`src/rtl/perm_chk_pkg.sv`:
```
package perm_chk_pkg;
  localparam int DOM_W   = 4;
  localparam int CTL_W   = 2 << DOM_W;
  localparam int PERM_W  = 12;
  localparam int VA_W    = 16;
  localparam int NSUB    = 4;

  typedef enum logic [1:0] {
    MODE_NONE = 2'b00,
    MODE_CLNT = 2'b01,
    MODE_RSVD = 2'b10,
    MODE_MGR  = 2'b11
  } dom_mode_e;

  typedef enum logic [1:0] {
    KIND_SECT  = 2'b00,
    KIND_LARGE = 2'b01,
    KIND_SMALL = 2'b10,
    KIND_TINY  = 2'b11
  } map_kind_e;

  typedef enum logic [1:0] {
    FLT_NONE = 2'b00,
    FLT_DOM  = 2'b01,
    FLT_PERM = 2'b10
  } fault_e;
endpackage

```
`src/rtl/perm_dom_dec.sv`:
```
module perm_dom_dec
  import perm_chk_pkg::*;
#(
  parameter int DW = DOM_W
) (
  input  logic [DW-1:0]       dom_id,
  input  logic [(2<<DW)-1:0]  dom_ctl,
  output dom_mode_e           mode
);
  localparam int NDOM = 1 << DW;
  logic [1:0] fld [NDOM];

  genvar g;
  generate
    for (g = 0; g < NDOM; g++) begin : g_dom
      assign fld[g] = dom_ctl[2*g+1 -: 2];
    end
  endgenerate

  always_comb begin
    mode = dom_mode_e'(fld[dom_id]);
  end
endmodule

```
`src/rtl/perm_sub_sel.sv`:
```
module perm_sub_sel
  import perm_chk_pkg::*;
#(
  parameter int PW = PERM_W,
  parameter int VW = VA_W
) (
  input  logic [PW-1:0] desc_perm,
  input  map_kind_e     kind,
  input  logic [VW-1:0] va_low,
  output logic [1:0]    ap
);
  logic [1:0] sub [NSUB];
  logic [1:0] idx;

  genvar g;
  generate
    for (g = 0; g < NSUB; g++) begin : g_sub
      assign sub[g] = desc_perm[2*g+5 -: 2];
    end
  endgenerate

  always_comb begin
    case (kind)
      KIND_SMALL: idx = va_low[11:10];
      KIND_LARGE: idx = va_low[15:14];
      KIND_SECT:  idx = 2'd3;
      default:    idx = 2'd0;
    endcase
    ap = sub[idx];
  end
endmodule

```
`src/rtl/perm_ap_eval.sv`:
```
module perm_ap_eval (
  input  logic [1:0] ap,
  input  logic       user,
  input  logic       write,
  output logic       ok
);
  always_comb begin
    case (ap)
      2'b00:   ok = !user && !write;
      2'b01:   ok = !user;
      2'b10:   ok = !user || !write;
      default: ok = 1'b1;
    endcase
  end
endmodule

```
`src/rtl/perm_chk_top.sv`:
```
module perm_chk_top
  import perm_chk_pkg::*;
(
  input  logic        clk,
  input  logic        rst_n,
  input  logic        req_vld,
  input  logic [3:0]  dom_id,
  input  logic [31:0] dom_ctl,
  input  logic [11:0] desc_perm,
  input  logic [1:0]  map_kind,
  input  logic [15:0] va_low,
  input  logic        acc_user,
  input  logic        acc_write,
  output logic        res_vld,
  output logic        res_allow,
  output logic [1:0]  res_fault
);
  dom_mode_e  mode;
  logic [1:0] ap;
  logic       ap_ok;

  perm_dom_dec #(.DW(DOM_W)) u_dom (
    .dom_id (dom_id),
    .dom_ctl(dom_ctl),
    .mode   (mode)
  );

  perm_sub_sel #(.PW(PERM_W), .VW(VA_W)) u_sub (
    .desc_perm(desc_perm),
    .kind     (map_kind_e'(map_kind)),
    .va_low   (va_low),
    .ap       (ap)
  );

  perm_ap_eval u_ap (
    .ap   (ap),
    .user (acc_user),
    .write(acc_write),
    .ok   (ap_ok)
  );

  logic       allow_nxt;
  logic [1:0] fault_nxt;

  always_comb begin
    allow_nxt = 1'b0;
    fault_nxt = FLT_DOM;
    case (mode)
      MODE_MGR: begin
        allow_nxt = 1'b1;
        fault_nxt = FLT_NONE;
      end
      MODE_CLNT: begin
        allow_nxt = ap_ok;
        fault_nxt = ap_ok ? FLT_NONE : FLT_PERM;
      end
      default: begin
        allow_nxt = 1'b0;
        fault_nxt = FLT_DOM;
      end
    endcase
  end

  always_ff @(posedge clk or negedge rst_n) begin
    if (!rst_n) begin
      res_vld <= 1'b0;
    end else begin
      res_vld <= req_vld;
    end
  end

  always_ff @(posedge clk or negedge rst_n) begin
    if (!rst_n) begin
      res_allow <= 1'b0;
      res_fault <= FLT_NONE;
    end else if (req_vld) begin
      res_allow <= allow_nxt;
      res_fault <= fault_nxt;
    end
  end

  AST_VLD_FOLLOWS: assert property (@(posedge clk) disable iff (!rst_n)
    req_vld |=> res_vld) else $error("vld");
  AST_HOLD_IDLE: assert property (@(posedge clk) disable iff (!rst_n)
    !req_vld |=> $stable(res_allow) && $stable(res_fault)) else $error("hold");
  AST_ALLOW_NOFLT: assert property (@(posedge clk) disable iff (!rst_n)
    res_vld && res_allow |-> res_fault == FLT_NONE) else $error("allow");
  AST_DENY_FLT: assert property (@(posedge clk) disable iff (!rst_n)
    res_vld && !res_allow |-> res_fault != FLT_NONE) else $error("deny");
  AST_MGR_ALLOW: assert property (@(posedge clk) disable iff (!rst_n)
    req_vld && mode == MODE_MGR |=> res_allow) else $error("mgr");
  AST_BAD_DOM: assert property (@(posedge clk) disable iff (!rst_n)
    req_vld && (mode == MODE_NONE || mode == MODE_RSVD) |=> res_fault == FLT_DOM) else $error("dom");
  AST_FAULT_LEGAL: assert property (@(posedge clk) disable iff (!rst_n)
    res_fault != 2'b11) else $error("code");
endmodule

```
`config.mk`:
```
export PLATFORM = sky130hd
export DESIGN_NAME = perm_chk_top
export DESIGN_NICKNAME = d
export VERILOG_FILES = /design/src/rtl/perm_chk_pkg.sv /design/src/rtl/perm_dom_dec.sv /design/src/rtl/perm_sub_sel.sv /design/src/rtl/perm_ap_eval.sv /design/src/rtl/perm_chk_top.sv
export SDC_FILE = /design/constraint.sdc
export NUM_CORES = 1
export LEC_CHECK = 0
export BUFFER_PORTS_ARGS = -buffer_cell sky130_fd_sc_hd__buf_4
export CAP_MARGIN = 20
export CORE_MARGIN = 1
export CORE_UTILIZATION = 31
export DETAILED_ROUTE_END_ITERATION = 8
export GPL_TIMING_DRIVEN = 0
export PLACE_DENSITY_LB_ADDON = 0.15
export SLEW_MARGIN = 20
export SYNTH_ARGS = -nofsm -noshare
export SYNTH_HDL_FRONTEND = slang
export SYNTH_SLANG_ARGS = --single-unit
```
`constraint.sdc`:
```
create_clock -name clk -period 1 [get_ports clk]
set_input_delay 0.2 -clock clk [delete_from_list [all_inputs] [get_ports clk]]
set_output_delay 0.2 -clock clk [all_outputs]
set_load 0.05 [all_outputs]
```
==> results of run 1 <==
[per-layer routing]
metal  vias to the layer above  routed length (um)  GRT usage [%]
met5                         -                   0              0
met4                         0                   8           3.64
met3                         2                 141           2.00
met2                        43                 752           25.9
met1                       295                 593           17.9
li1                        309                   -              -
[cell families (layout without fill, tap and decap cells)]
group                  count (synthesis)  in the layout  synth area share (%)
flip-flops                             4              4                  17.6
AND/OR/NAND/NOR                        7              7                  7.27
buffers and inverters                  5             68                  4.62
AO/OA/AOI/OAI                         13             13                  20.9
multiplexers                          13             13                  49.6
[power by group]
group / internal, W / switching [W] / leakage (nW)
combinational: 0.000304 / 0.000204 / 0.462
clock: 0.000134 / 0.0000604 / 0.0138
sequential: 0.000182 / 0.0000115 / 0.0489
total: 0.000620 / 0.000276 / 0.525
[sequential cells by signal, indices dropped and copies added (netlist names)]
| name | flops |
|---|---|
| res_vld | 1 |
| res_allow | 1 |
| res_fault | 2 |
[worst register-to-register path, cell delays in order (launching register included)]
cell	delay, ps
dfrtp_1	380
buf_4	140
nor2b_1	120
a31o_1	180
[cell type report]
cell class / count / area [um^2]
clock buffer: 3 / 22.5
tap: 25 / 31.3
fill: 157 / 623
timing repair buffer: 60 / 460
sequential: 4 / 100
multi-input combinational: 33 / 453
inverter: 3 / 11.3
buffer: 2 / 25.0
[repair_timing]
item | in CTS | in global routing
hold buffers | 1 | 0
buffers inserted | 1 | 2
endpoints found under the setup margin | 5 | 4
gates resized for setup | 6 | 6
hold endpoints to repair | 4 | 0
pin swaps | 3 | 5
[synth_stat cells]
cell,n,area (um^2)
nand2_1,1,3.75
nand2b_1,2,12.5
a21o_1,1,7.51
a22o_1,1,8.76
mux4_2,3,67.6
a211oi_1,3,22.5
a21oi_1,1,5.00
dfrtp_1,4,100
a221oi_1,1,8.76
a2111oi_4,1,27.5
o21a_1,1,7.51
a31o_1,1,8.76
and2_1,1,6.26
o22ai_1,1,6.26
mux4_1,7,184
buf_6,1,11.3
inv_1,3,11.3
a22oi_1,1,7.51
mux2i_1,3,30.0
clkbuf_1,1,3.75
a21oi_2,1,8.76
nor2b_1,3,18.8
[stage by stage]
step                      TNS (ps)  std cells  area [um^2]  power, W  setup WS, ps
after floorplan              -1980         42          566  0.000447          -713
after global placement       -2340        123         1020  0.000653          -856
after detailed placement     -2430        123         1020  0.000662          -890
after CTS                    -1520        128         1070  0.000882          -561
after global routing         -1620        130         1100  0.000949          -609
final                        -1450        130         1100  0.000895          -543
[final timing paths]
check                      cells after the start                     start                       end
hold / removal                                 1                   req_vld         res_vld$_DFF_PN0_
setup reg to reg                               3  res_fault[1]$_DFFE_PN0P_  res_fault[1]$_DFFE_PN0P_
setup / recovery                               5                 dom_id[0]  res_fault[1]$_DFFE_PN0P_
hold reg to reg                                1  res_fault[0]$_DFFE_PN0P_  res_fault[0]$_DFFE_PN0P_
min in group asynchronous                      2                     rst_n         res_vld$_DFF_PN0_
max in group asynchronous                      2                     rst_n  res_fault[1]$_DFFE_PN0P_
==> flow_summary.ini, run 1 <==
[sta]
setup_viol = 3
slew_headroom_pct = 71.7
worst_slack_ps = -543
fmax_ghz = 0.648
hold_viol_final = 0
rsz0062_at_grt = true
final.period_utilization_pct = 154
fin_worst_skew_ps = 0
worstMarginPinSlew_ps = 425
fin_hold_ws_ps = 123
slew_violations = 0
period_minus_slack_ps = 1540

[yosys]
ys_seq_area_share_pct = 17.6
netlist_area_um2 = 568
synth_cell_types = 22
synth_area_per_cell_um2 = 13.5
synth_cells = 42
syn_nets = 113
yosysWarnings = 0
synth_seq_cells = 4

[flow_run]
cap_violations = 0

[grt]
grt_pass1_vias = 565
antenna_found_initial = 0
grt_max_degree = 9
track_usage_pct = 14.3
grt_overflow = 0
grt_pass1_wl_um = 2170

[route]
drtIter0Drc = 3
wl_per_cell_um = 11.5
drc = 0
first_pass_iters = 4
vias = 649
drt-vias-per-instance = 4.99
drtAntennaViolNets = 0
wirelength_um = 1500

[final_layout]
areaGrowthSynthToFinish_pct = 94.3
final_cell_mix = 57 x buf_4, 8 x mux4_2, 4 x dfrtp_1
antennaDiodeCount = 0
nets = 178
drive_gt1_share_pct = 75.2
final_util_pct = 63.9
layout_commonest_cell = buf_4

[power_and_ir_drop]
power.leakage_nw = 0.525
ir_drop_v = 0.000479
powerDensity_mw_per_mm2 = 811

[setup_path]
crit_path_frequent_cell = mux4_2
critical_path_class = in -> reg
crit_chain = buf_12 > mux4_2 > mux4_2 > a2111oi_4 > a31o_1
cp.arrival_ps = 1710
rrSetupSlack_ps = 70
cp.required_ps = 1170
slowest_stage = mux4_2
critPathMaxStageDelay_ps = 500
cpLargestDelayFamily = multiplexers
critPathMaxFanout = 8
critPathBufInv = 1
start_kind = input pin
endpoint_kind = register

[clocking]
htree_levels = 1
clk_pin_slew_ps = 40
clockBufferDepth = 2
cts_inserted_buffers = 3
clk_latency_ps = 230
ctsRootBufferMaster = clkbuf_4
clkSinkCount = 4
cts_tree = built

[die]
core_area_mm2 = 0.00173
die_y_um = 44.8
start_util_pct = 32.9
die_w_um = 44.8
placementRows = 15
num_io_pins = 75
dieArea_mm2 = 0.00201

[placed_design]
gp_congestion = 0.702
port_buffers = 56
dp_hpwl_um = 1310

[status]
failed_checks = setup timing
status = finished, violations left

[worst_hold_path]
worstHoldPathType = in -> reg
(Power assumes the default switching activity.)
==> run 2, diff against run 1 <==
--- a/config.mk
+++ b/config.mk
@@ -8,7 +8,8 @@
 export BUFFER_PORTS_ARGS = -buffer_cell sky130_fd_sc_hd__buf_4
 export CAP_MARGIN = 20
 export CORE_MARGIN = 1
-export CORE_UTILIZATION = 31
+export CORE_UTILIZATION = 32
+export CTS_BUF_LIST = sky130_fd_sc_hd__clkbuf_2 sky130_fd_sc_hd__clkbuf_4 sky130_fd_sc_hd__clkbuf_8
 export DETAILED_ROUTE_END_ITERATION = 8
 export GPL_TIMING_DRIVEN = 0
 export PLACE_DENSITY_LB_ADDON = 0.15
==> run 2 against run 1 <==
Compared with the run above: the run ends with DRC, setup timing left; combinational power up 3%; maximum frequency grew 0.19%; first-iteration DRC count increased to 3.3 times the previous value; setup slack better by 3.0 ps; cell count down 7.7%; total power increased by 1.8%; design area is 0.79% lower; critical path depth stayed put; count of clock-buffer cells in the layout is the same; sequential power about the same; sequential cell count unchanged; critical endpoint unchanged; die area fell by 3.0%.
==> flow_summary.ini, run 2 (synthesis gave the netlist of run 1 again) <==
[status]
status = finished, violations left
failed_checks = DRC, setup timing

[setup_path]
critical_path_class = in -> reg
critPathMaxFanout = 5
start_kind = input pin
cp.arrival_ps = 1710
endpoint_kind = register
cp.required_ps = 1170

[worst_hold_path]
worstHoldPathType = in -> reg

[die]
die_y_um = 44.1
die_w_um = 44.1
start_util_pct = 36.0
num_io_pins = 75
placementRows = 14
core_area_mm2 = 0.00158
dieArea_mm2 = 0.00195

[grt]
busiest_layer = met2
grt_pass1_vias = 680
met2_usage_pct = 35.0
grt_max_degree = 9
use_met3_pct = 4.08
antenna_found_initial = 0
grt_overflow = 0
track_usage_pct = 17.2
grt_pass1_wl_um = 2510
grt_util_met1_pct = 17.2

[clocking]
ctsRootBufferMaster = clkbuf_4
clk_pin_slew_ps = 40
clockBufferDepth = 2
clk_latency_ps = 230
cts_tree = built
clkSinkCount = 4
htree_levels = 1
cts_inserted_buffers = 3

[sta]
fin_worst_skew_ps = 0
rsz0062_at_grt = true
hold_viol_final = 0
setup_viol = 3
slew_violations = 0
worstMarginPinSlew_ps = 421
slew_headroom_pct = 71.9
tns_ps = -1460
final.period_utilization_pct = 154
fin_hold_ws_ps = 127
worst_slack_ps = -540
fmax_ghz = 0.649
period_minus_slack_ps = 1540

[power_and_ir_drop]
ir_drop_v = 0.000446
powerDensity_mw_per_mm2 = 833
power.leakage_nw = 0.516

[route]
vias = 645
wirelength_um = 1620
drt-vias-per-instance = 5.38
drtIter0Drc = 10
drc = 3
wl_per_cell_um = 13.5
drtAntennaViolNets = 0
first_pass_iters = 6

[placed_design]
placed_cells = 114
gp_congestion = 0.765
port_buffers = 56
dp_hpwl_um = 1390
dpl_worst_slack_ps = -866

[final_layout]
regMostFlops = res_fault
antennaDiodeCount = 0
layout_commonest_cell = buf_4
top_regs = res_fault x2, res_allow x1, res_vld x1
fin_cells = 120
drive_gt1_share_pct = 77.9
seqCellArea_um2 = 100
fillers = 122
areaGrowthSynthToFinish_pct = 92.7
nets = 177
final_util_pct = 69.4
final_cell_mix = 54 x buf_4, 10 x mux4_2, 4 x dfrtp_1
largest_reg_flops = 2
multi_input_area_um2 = 447

[flow_run]
cap_violations = 0
==> run 2: changes by cell type in the layout (fill, tap and decap cells not counted), sizes merged <==
cell  previous run  this run
buf             60        59
==> run 2: final cells by class <==
cell class / count / share of cell area (%)
Sequential cell: 4 / 9.14
Tap cell: 16 / 1.83
Clock buffer: 3 / 2.06
Multi-Input combinational cell: 33 / 40.8
Timing Repair Buffer: 59 / 42.9
Inverter: 3 / 1.03
Buffer: 2 / 2.29
==> run 2: path summary, 6_finish.rpt <==
kind | startpoint | end | slack [ps] | depth (start not counted)
hold / removal | req_vld | res_vld$_DFF_PN0_ | 130 | 1
setup / recovery | dom_id[0] | res_fault[1]$_DFFE_PN0P_ | -540 | 5
max in group asynchronous | rst_n | res_fault[1]$_DFFE_PN0P_ | 600 | 2
min in group asynchronous | rst_n | res_vld$_DFF_PN0_ | 300 | 2
hold reg to reg | res_fault[0]$_DFFE_PN0P_ | res_fault[0]$_DFFE_PN0P_ | 490 | 1
setup reg to reg | res_fault[1]$_DFFE_PN0P_ | res_fault[1]$_DFFE_PN0P_ | 60 | 3
==> run 2: per-layer routing <==
metal	wire length [um]	part of all wire [%]
met1	560	35
met2	882	54
met3	176	11
met4	0	0
met5	0	0
==> run 2: where the power goes <==
group	internal, W	switching, W	leakage, nW
Clock	0.000134	0.0000619	0.0138
Combinational	0.000314	0.000209	0.453
Sequential	0.000182	0.0000114	0.0489
==> run 2: critical path, stage by stage <==
cell and delay, ps:
buf_12 100, mux4_2 490, mux4_2 510, a2111oi_4 220, a31o_1 190
==> run 2: timing repair <==
action,4_1_cts,5_1_grt
pin swaps,2,5
endpoints found under the setup margin,3,6
setup buffers,1,1
hold buffers,1,0
hold endpoints to repair,4,0
gates resized for setup,7,9
==> run 2: per-stage QoR <==
step | total power [W] | cell area (um^2)
2_1_floorplan | 0.000447 | 566
3_3_place_gp | 0.000654 | 1010
3_5_place_dp | 0.000663 | 1010
4_1_cts | 0.000887 | 1050
5_1_grt | 0.000965 | 1090
6_report | 0.000912 | 1090
==> run 3, diff against run 2 <==
--- a/config.mk
+++ b/config.mk
@@ -5,6 +5,7 @@
 export SDC_FILE = /design/constraint.sdc
 export NUM_CORES = 1
 export LEC_CHECK = 0
+export ABC_CLOCK_PERIOD_IN_PS = 1650
 export BUFFER_PORTS_ARGS = -buffer_cell sky130_fd_sc_hd__buf_4
 export CAP_MARGIN = 20
 export CORE_MARGIN = 1
==> constraint.sdc (replaced) <==
create_clock -name clk -period 1.65 [get_ports clk]
set_input_delay 0.33 -clock clk [delete_from_list [all_inputs] [get_ports clk]]
set_output_delay 0.33 -clock clk [all_outputs]
set_load 0.05 [all_outputs]
==> run 3 against run 2 <==
Compared with the run above: the flow still finishes with violations (DRC, setup timing); first-iteration DRC count up 20%; sequential share of layout area hardly changed; largest power group unchanged; register-to-register slack improved by 790 ps; critical path type unchanged; total power is 41% lower; cell count is the same; worst hold slack improved by 130 ps; core utilization up 0.16 points; count of clock-buffer cells in the layout unchanged; die area stayed put; wire length shrank 2.7%.
==> flow_summary.ini, run 3 (synthesis gave the netlist of run 1 again) <==
[status]
status = finished, violations left
failed_checks = DRC, setup timing

[final_layout]
layout_commonest_cell = buf_4
multi_input_area_um2 = 473
top_regs = res_fault x2, res_allow x1, res_vld x1
final_cell_mix = 58 x buf_4, 6 x mux4_2, 4 x mux4_1, 4 x dfrtp_1
areaGrowthSynthToFinish_pct = 93.2
regMostFlops = res_fault
seqCellArea_um2 = 100
antennaDiodeCount = 0
fillers = 125
drive_gt1_share_pct = 76.0
nets = 177
largest_reg_flops = 2
final_util_pct = 69.6

[setup_path]
crit_chain = buf_12 > buf_4 > mux4_1 > mux4_2 > a31o_1
critPathMaxFanout = 6
slowest_stage = mux4_1
endpoint_kind = register
critPathMaxStageDelay_ps = 540
cp.arrival_ps = 1820
start_kind = input pin
critical_path_class = in -> reg
cp.required_ps = 1760

[sta]
slew_violations = 0
worstMarginPinSlew_ps = 381
rsz0062_at_grt = true
slew_headroom_pct = 74.4
worst_slack_ps = -59.7
final.period_utilization_pct = 104
fin_worst_skew_ps = 0
hold_viol_final = 0
setup_viol = 1
period_minus_slack_ps = 1710
fmax_ghz = 0.585

[route]
wl_per_cell_um = 13.1
first_pass_iters = 5
vias = 633
wirelength_um = 1580
drtIter0Drc = 12
drt-vias-per-instance = 5.28
drc = 3
drtAntennaViolNets = 0

[grt]
grt_util_met1_pct = 15.4
track_usage_pct = 16.6
use_met3_pct = 4.08
grt_max_degree = 9
busiest_layer = met2
grt_pass1_vias = 689
met2_usage_pct = 35.0
antenna_found_initial = 0
grt_overflow = 0
grt_pass1_wl_um = 2440

[clocking]
htree_levels = 1
clockBufferDepth = 2
clk_pin_slew_ps = 40
ctsRootBufferMaster = clkbuf_4
clk_latency_ps = 230
clkSinkCount = 4
cts_tree = built
cts_inserted_buffers = 3

[power_and_ir_drop]
powerDensity_mw_per_mm2 = 492
ir_drop_v = 0.000248
power.leakage_nw = 0.528
total_power_w = 0.000540

[die]
start_util_pct = 36.0
core_area_mm2 = 0.00158
placementRows = 14
die_y_um = 44.1
num_io_pins = 75
dieArea_mm2 = 0.00195
die_w_um = 44.1

[worst_hold_path]
worstHoldPathType = in -> reg

[flow_run]
cap_violations = 0

[placed_design]
dp_hpwl_um = 1390
gp_congestion = 0.765
port_buffers = 56
run 3: what timing repair did:
item / 4_1_cts / 5_1_grt
pin swaps: 1 / 4
hold endpoints to repair: 4 / 0
setup buffers: 0 / 2
resized for setup: 2 / 9
hold buffers: 1 / 0
endpoints found under the setup margin: 2 / 2
run 3: stage by stage:
step	instances	area [um^2]	setup slack, ps	setup TNS (ps)	hold slack (ps)
4_1_cts	118	1050	-29.0	-48.5	244
2_1_floorplan	42	566	-193	-421	34.4
6_report	120	1100	-59.7	-59.7	255
5_1_grt	120	1100	-91.8	-149	251
3_3_place_gp	114	1010	-341	-788	126
3_5_place_dp	114	1010	-346	-818	127
run 3: final timing paths:
check / startpoint / endpoint / slack (ps) / cells past startpoint
worst min register to register: res_fault[0]$_DFFE_PN0P_ / res_fault[0]$_DFFE_PN0P_ / 470 / 1
min in group asynchronous: rst_n / res_vld$_DFF_PN0_ / 430 / 2
worst max register to register: res_fault[1]$_DFFE_PN0P_ / res_fault[1]$_DFFE_PN0P_ / 850 / 2
max in group asynchronous: rst_n / res_fault[1]$_DFFE_PN0P_ / 1120 / 2
worst max-delay path: dom_id[0] / res_fault[1]$_DFFE_PN0P_ / -60 / 5
worst min-delay path: req_vld / res_vld$_DFF_PN0_ / 260 / 1
run 3: layout make-up:
cell class	count	share of cell area, %
plain buffers	2	2.28
clock buffers	3	2.05
inverters	3	1.03
multi-input cells	33	43.1
flip-flops and latches	4	9.12
well taps	16	1.82
repair buffers	59	40.6
run 3: metal layers:
metal / vias to the layer above / wire length [um]
met3: 0 / 184
li1: 306 / -
met2: 45 / 868
met5: - / 0
met1: 282 / 523
met4: 0 / 0
run 3: report_power, final:
group	leakage [nW]	switching (W)	internal, W	total [W]
Clock	0.0138	0.0000373	0.0000812	0.000118
Combinational	0.465	0.000126	0.000180	0.000306
Sequential	0.0489	0.00000500	0.000110	0.000115
Total	0.528	0.000168	0.000372	0.000540
run 3: critical path, delay by kind of cell:
family	cells	cell delay, ps
buf+inv	2	210
mux	2	1040
compound gates	1	230
